## config.mk

```make
export PLATFORM = sky130hd
export DESIGN_NAME = csk_addsub
export DESIGN_NICKNAME = d
export VERILOG_FILES = /design/src/rtl/csk_pkg.sv /design/src/rtl/csk_group.sv /design/src/rtl/csk_chain.sv /design/src/rtl/csk_addsub.sv
export SDC_FILE = /design/constraint.sdc
export NUM_CORES = 1
export LEC_CHECK = 0
export BUFFER_PORTS_ARGS = -buffer_cell sky130_fd_sc_hd__buf_2
export CORE_MARGIN = 1
export CORE_UTILIZATION = 47
export CTS_BUF_LIST = sky130_fd_sc_hd__clkbuf_16
export DETAILED_ROUTE_END_ITERATION = 10
export PLACE_DENSITY = 0.84
export SLEW_MARGIN = 10
export SYNTH_ARGS = -nofsm -noshare
export SYNTH_HDL_FRONTEND = slang
export SYNTH_SLANG_ARGS = --single-unit
```

## constraint.sdc

```tcl
create_clock -name clk -period 31.7 [get_ports clk]
set_input_delay 0 -clock clk [delete_from_list [all_inputs] [get_ports clk]]
set_output_delay 0 -clock clk [all_outputs]
set_load 0.03 [all_outputs]
```

## src/rtl/csk_pkg.sv

```systemverilog
package csk_pkg;

  // Low bit index of group g: wide groups first from the LSB, then narrow ones.
  function automatic int grp_lo(input int g, input int n_wide, input int w_wide, input int w_narrow);
    if (g <= n_wide) return g * w_wide;
    return n_wide * w_wide + (g - n_wide) * w_narrow;
  endfunction

  function automatic int grp_width(input int g, input int n_wide, input int w_wide, input int w_narrow);
    if (g < n_wide) return w_wide;
    return w_narrow;
  endfunction

endpackage

```

## src/rtl/csk_group.sv

```systemverilog
module csk_group #(
  parameter int W = 4
) (
  input  logic [W-1:0] a_i,
  input  logic [W-1:0] b_i,
  input  logic         c_i,
  output logic [W-1:0] s_o,
  output logic         c_o
);

  logic [W:0]   rip;
  logic [W-1:0] prop;
  logic         grp_prop;

  always_comb begin
    rip[0] = c_i;
    for (int i = 0; i < W; i++) begin
      prop[i]    = a_i[i] ^ b_i[i];
      s_o[i]     = prop[i] ^ rip[i];
      rip[i+1]   = (a_i[i] & b_i[i]) | (prop[i] & rip[i]);
    end
  end

  assign grp_prop = &prop;
  // bypass: a fully propagating group forwards its incoming carry directly
  assign c_o = rip[W] | (grp_prop & c_i);

endmodule

```

## src/rtl/csk_chain.sv

```systemverilog
module csk_chain
  import csk_pkg::*;
#(
  parameter int N_WIDE   = 9,
  parameter int W_WIDE   = 4,
  parameter int N_NARROW = 4,
  parameter int W_NARROW = 3,
  localparam int N_GRP   = N_WIDE + N_NARROW,
  localparam int WIDTH   = N_WIDE * W_WIDE + N_NARROW * W_NARROW
) (
  input  logic [WIDTH-1:0] a_i,
  input  logic [WIDTH-1:0] b_i,
  input  logic             c_i,
  output logic [WIDTH-1:0] s_o,
  output logic             c_o
);

  for (genvar g = 0; g < N_GRP; g++) begin : g_grp
    localparam int LO = grp_lo(g, N_WIDE, W_WIDE, W_NARROW);
    localparam int GW = grp_width(g, N_WIDE, W_WIDE, W_NARROW);
    logic c_in;
    logic c_out;
    if (g == 0) begin : g_first
      assign c_in = c_i;
    end else begin : g_next
      assign c_in = g_grp[g-1].c_out;
    end
    csk_group #(.W(GW)) u_grp (
      .a_i (a_i[LO +: GW]),
      .b_i (b_i[LO +: GW]),
      .c_i (c_in),
      .s_o (s_o[LO +: GW]),
      .c_o (c_out)
    );
  end

  assign c_o = g_grp[N_GRP-1].c_out;

endmodule

```

## src/rtl/csk_addsub.sv

```systemverilog
module csk_addsub #(
  parameter int N_WIDE   = 9,
  parameter int W_WIDE   = 4,
  parameter int N_NARROW = 4,
  parameter int W_NARROW = 3,
  parameter bit REG_OUT  = 1'b1,
  localparam int WIDTH   = N_WIDE * W_WIDE + N_NARROW * W_NARROW
) (
  input  logic             clk,
  input  logic             rst,
  input  logic [WIDTH-1:0] a_in,
  input  logic [WIDTH-1:0] b_in,
  input  logic             sub_en,
  input  logic             cin_en,
  output logic [WIDTH-1:0] sum_out,
  output logic             cout_out,
  output logic             ovf_out
);

  logic [WIDTH-1:0] b_eff;
  logic             c_inj;
  logic [WIDTH-1:0] sum_c;
  logic             cout_c;
  logic             c_into_msb;
  logic             ovf_c;

  assign b_eff = b_in ^ {WIDTH{sub_en}};
  // add: carry-in as given; subtract: 1 minus borrow
  assign c_inj = sub_en ^ cin_en;

  csk_chain #(
    .N_WIDE   (N_WIDE),
    .W_WIDE   (W_WIDE),
    .N_NARROW (N_NARROW),
    .W_NARROW (W_NARROW)
  ) u_chain (
    .a_i (a_in),
    .b_i (b_eff),
    .c_i (c_inj),
    .s_o (sum_c),
    .c_o (cout_c)
  );

  // carry entering the sign bit, recovered from its sum bit
  assign c_into_msb = sum_c[WIDTH-1] ^ a_in[WIDTH-1] ^ b_eff[WIDTH-1];
  assign ovf_c      = c_into_msb ^ cout_c;

  if (REG_OUT) begin : g_reg
    always_ff @(posedge clk) begin
      if (rst) begin
        sum_out  <= '0;
        cout_out <= 1'b0;
        ovf_out  <= 1'b0;
      end else begin
        sum_out  <= sum_c;
        cout_out <= cout_c;
        ovf_out  <= ovf_c;
      end
    end
  end else begin : g_comb
    assign sum_out  = sum_c;
    assign cout_out = cout_c;
    assign ovf_out  = ovf_c;
  end

endmodule

```

==> results.txt <==
The flow ran to the end, and the final reports show no timing, DRC or antenna violations. By instance count, the cell type seen most on the critical path is sky130_fd_sc_hd__fa_1. Synthesis produced a netlist with a net count of 601. The initial antenna violation count came out at 0. For this run, the total global-route usage over all layers was measured as 20.8%.

Fill cells in the final layout number 673. Setup repair after global routing left no endpoint under its margin. Counting distinct cell types in the post-synthesis netlist gives 29. The first global-routing pass estimated 14,200 µm of wire.

Cells with a size suffix above 1 make up 29.3% of the layout. The number of iterations in the first detailed-routing pass is 4. The area of the die came out at 0.00873 mm². The post-route worst setup slack is 7.80 ns. The class of the most critical setup path is input port to flop. The launch point of the worst hold path is a_in[40].

The final-report setup violation count is 0. The placer's final routability congestion estimate is 0.831. The number of buffers added to fix hold violations after cts is 0. Buffers placed on the I/O ports in this run total 149. The count of max-cap constraint violations came out at 0. In this run the remaining antenna-violating nets after routing total 0.

The global route total overflow is 0. VDD sags by at most 0.0000245 V. After layout, the worst path uses 75.4% of the clock period. The clock sink count came out at 50.

The tightest hold margin is 0.141 ns. The diode insertion count for antenna repair is 0. The number of hold violations in the final report is 0. The capturing element type of the critical path is a flop. The time the worst path needs with I/O delays and setup came out at 23.90 ns.

After floorplanning, the core was sized to cover 0.00789 mm². The footprint of the flip-flops and latches came out at 0.00100 mm². The total length of routed wires is 8620 µm. Counting every instance in the synthesized netlist gives 405.

The count of cells resized by post-cts repair came out at 0. The floorplan has 32 rows. CTS placed an instance of sky130_fd_sc_hd__clkbuf_16 at the clock tree root. The area of combinational cells with multiple inputs came out at 0.00250 mm². The detailed router finished its first iteration with 80 violations. Once the floorplan was initialized, standard cells occupied 49.8% of the core. The delay contributed by the slowest stage of the critical path is 0.62 ns.

At the worst endpoint, the required time is 31.87 ns. From bottom edge to top edge, the die measures 93.4 µm. The boundary pin count is 150. The portion of the post-synthesis area used by sequential elements is 25.5%.

TritonCTS created 5 clock buffers. The static leakage came out at 0.00277 µW. Prior to clock tree synthesis, the placed netlist has a worst setup slack of 7.52 ns. A synthesized cell averages 9.70 µm². The width of the chip came out at 93.4 µm. The H-tree was split into 2 levels. The average wire per cell in the routed design came out at 13.2 µm.

The final count of pins violating max slew came out at 0. The via count of the first global-routing pass came to 3,186. The utilization after layout is 62.0%.

After detailed routing, the number of vias per cell comes to 4.60. The slew of the pin with the lowest slew margin came out at 0.800 ns. Clock-pin slew was measured on the worst setup and hold paths at 0.06 ns. The pin count of the biggest net entering global routing is 52. For this run, design rule violations remaining after detail routing come to 0. Detailed routing inserted a total of 2,997 vias. The launching element type of the critical path is an input port.

The most critical setup path has its endpoint at ovf_out$_SDFF_PP0_. Counting flops and latches in the post-synthesis netlist gives 50. The synthesized netlist occupies a cell area of 0.00393 mm².

From synthesis to final layout, the design area changed by 24.6%. The number of setup buffers added after CTS is 0. The count of synthesis-stage warnings from yosys came out at 0. The highest clock rate is 41.8 MHz. Setup total negative slack on the finished layout was measured at 0 ns. The kind of path behind the tightest hold check is input port to flop. The number of nets at the end of the flow is 747. The sum of net half-perimeters after detailed placement is 7230 µm. Of all nets on the critical path, the largest fanout is 49. On the critical path, the stage with the largest delay is an instance of sky130_fd_sc_hd__buf_4.

The power per unit of standard cell area came out at 47.9 mW/mm². The critical path starts at sub_en. In this run the tightest slew margin relative to its limit is 46.7%. The CTS tree is yes. The data arrival time of the worst path came out at 24.06 ns. The maximum root-to-sink buffer count came out at 2.
==> where the power goes <==
part / internal, µW / switching [µW]
registers: 75.3 / 3.05
clock network: 28.1 / 21.6
logic: 38.6 / 67.6
total: 142 / 92.3
==> synthesized netlist by cell type <==
master / n / share of area, %
sky130_fd_sc_hd__and2_1: 2 / 0.32
sky130_fd_sc_hd__buf_4: 1 / 0.19
sky130_fd_sc_hd__o21ai_0: 5 / 0.64
sky130_fd_sc_hd__nand2_1: 4 / 0.38
sky130_fd_sc_hd__mux2_4: 1 / 0.38
sky130_fd_sc_hd__or3_1: 2 / 0.32
sky130_fd_sc_hd__dfxtp_1: 50 / 25
sky130_fd_sc_hd__a21oi_2: 1 / 0.22
sky130_fd_sc_hd__a41oi_2: 1 / 0.41
sky130_fd_sc_hd__nor2_1: 53 / 5.1
sky130_fd_sc_hd__ha_1: 48 / 15
sky130_fd_sc_hd__nor2b_1: 1 / 0.16
sky130_fd_sc_hd__fa_1: 48 / 24
sky130_fd_sc_hd__xnor2_2: 1 / 0.41
sky130_fd_sc_hd__nand4_1: 8 / 1.3
sky130_fd_sc_hd__xor2_1: 49 / 11
sky130_fd_sc_hd__o2111ai_2: 1 / 0.38
sky130_fd_sc_hd__and4_1: 1 / 0.22
sky130_fd_sc_hd__inv_1: 100 / 9.6
sky130_fd_sc_hd__a2bb2oi_1: 1 / 0.22
sky130_fd_sc_hd__a21oi_1: 1 / 0.13
sky130_fd_sc_hd__nor3_1: 2 / 0.25
sky130_fd_sc_hd__xnor2_1: 1 / 0.22
sky130_fd_sc_hd__nand3_1: 6 / 0.76
sky130_fd_sc_hd__clkbuf_1: 8 / 0.76
sky130_fd_sc_hd__buf_2: 3 / 0.38
sky130_fd_sc_hd__o21a_1: 4 / 0.76
sky130_fd_sc_hd__a21boi_0: 1 / 0.19
sky130_fd_sc_hd__a41oi_1: 1 / 0.22
==> metal layers <==
| metal | GRT usage [%] | wire [µm] | share of wire [%] | up-vias |
|---|---|---|---|---|
| li1 | - | - | - | 1452 |
| met1 | 24.7 | 3520 | 41 | 1450 |
| met2 | 39.0 | 4640 | 54 | 83 |
| met3 | 2.76 | 317 | 3.7 | 12 |
| met4 | 5.77 | 148 | 1.7 | 0 |
| met5 | 0 | 0 | 0 | - |
==> metrics by stage <==
step | std cells | total power [µW] | area [µm²]
finish | 652 | 234 | 4890
global route | 652 | 252 | 4890
CTS | 652 | 237 | 4890
detailed placement | 646 | 187 | 4760
global placement | 646 | 181 | 4760
floorplan | 405 | 152 | 3930
==> cells by family (layout without fill, tap and decap cells) <==
logic type / Yosys count / in the layout / synth area share [%]
flip-flops: 50 / 50 / 25.5
buffers and inverters: 112 / 257 / 10.9
multiplexers: 1 / 1 / 0.382
adder cells (fa/ha/maj): 96 / 96 / 39.7
AND/OR/NAND/NOR: 79 / 79 / 8.76
AO/OA/AOI/OAI: 16 / 16 / 3.18
XOR/XNOR: 51 / 51 / 11.6
==> layout make-up <==
cell class / count / area share, %
tap: 102 / 2.61
inverter: 100 / 7.67
clock inverter: 1 / 0.0767
multi-input combinational: 243 / 51.1
clock buffer: 5 / 2.56
timing repair buffer: 151 / 15.5
sequential: 50 / 20.5
==> worst min-delay path by stage <==
stage / endpoint / slack (ns) / depth (start not counted)
finish: sum_out[40]$_SDFF_PP0_ / 0.14 / 4
global route: sum_out[28]$_SDFF_PP0_ / 0.15 / 4
CTS: sum_out[28]$_SDFF_PP0_ / 0.14 / 4
detailed placement: sum_out[15] / 0.43 / 1
global placement: sum_out[46]$_SDFF_PP0_ / 0.42 / 4
floorplan: sum_out[43]$_SDFF_PP0_ / 0.30 / 3
==> registers in the layout, indices dropped and copies added, names as in the netlist <==
| signal | count |
|---|---|
| cout_out | 1 |
| sum_out | 48 |
| ovf_out | 1 |
==> worst max-delay path, delay by kind of cell <==
| family | cells | cell delay (ns) |
|---|---|---|
| compound gates | 11 | 1.62 |
| xor+xnor | 3 | 0.51 |
| mux | 1 | 0.27 |
| simple gates | 8 | 0.99 |
| buf+inv | 7 | 1.15 |
| fa+ha+maj | 48 | 19.53 |
==> cells in the final DEF (no fill, tap or decap) <==
cell / instances
sky130_fd_sc_hd__buf_2: 149
sky130_fd_sc_hd__inv_1: 100
sky130_fd_sc_hd__nor2_1: 53
sky130_fd_sc_hd__dfxtp_1: 50
sky130_fd_sc_hd__xor2_1: 49
sky130_fd_sc_hd__fa_1: 48
sky130_fd_sc_hd__ha_1: 48
sky130_fd_sc_hd__nand4_1: 8
sky130_fd_sc_hd__nand3_1: 6
sky130_fd_sc_hd__o21ai_0: 5
sky130_fd_sc_hd__clkbuf_16: 5
sky130_fd_sc_hd__nand2_1: 4
sky130_fd_sc_hd__o21a_1: 4
sky130_fd_sc_hd__nor3_1: 2
sky130_fd_sc_hd__and2_1: 2
sky130_fd_sc_hd__or3_1: 2
sky130_fd_sc_hd__buf_4: 2
sky130_fd_sc_hd__xnor2_2: 1
sky130_fd_sc_hd__and4_1: 1
sky130_fd_sc_hd__a21boi_0: 1
sky130_fd_sc_hd__a2bb2oi_1: 1
sky130_fd_sc_hd__o2111ai_2: 1
sky130_fd_sc_hd__a21oi_1: 1
sky130_fd_sc_hd__a41oi_2: 1
sky130_fd_sc_hd__a41oi_1: 1
sky130_fd_sc_hd__a21oi_2: 1
sky130_fd_sc_hd__xnor2_1: 1
sky130_fd_sc_hd__nor2b_1: 1
sky130_fd_sc_hd__mux2_4: 1
sky130_fd_sc_hd__clkinv_1: 1
No activity file was read; power rests on OpenSTA's default activity.
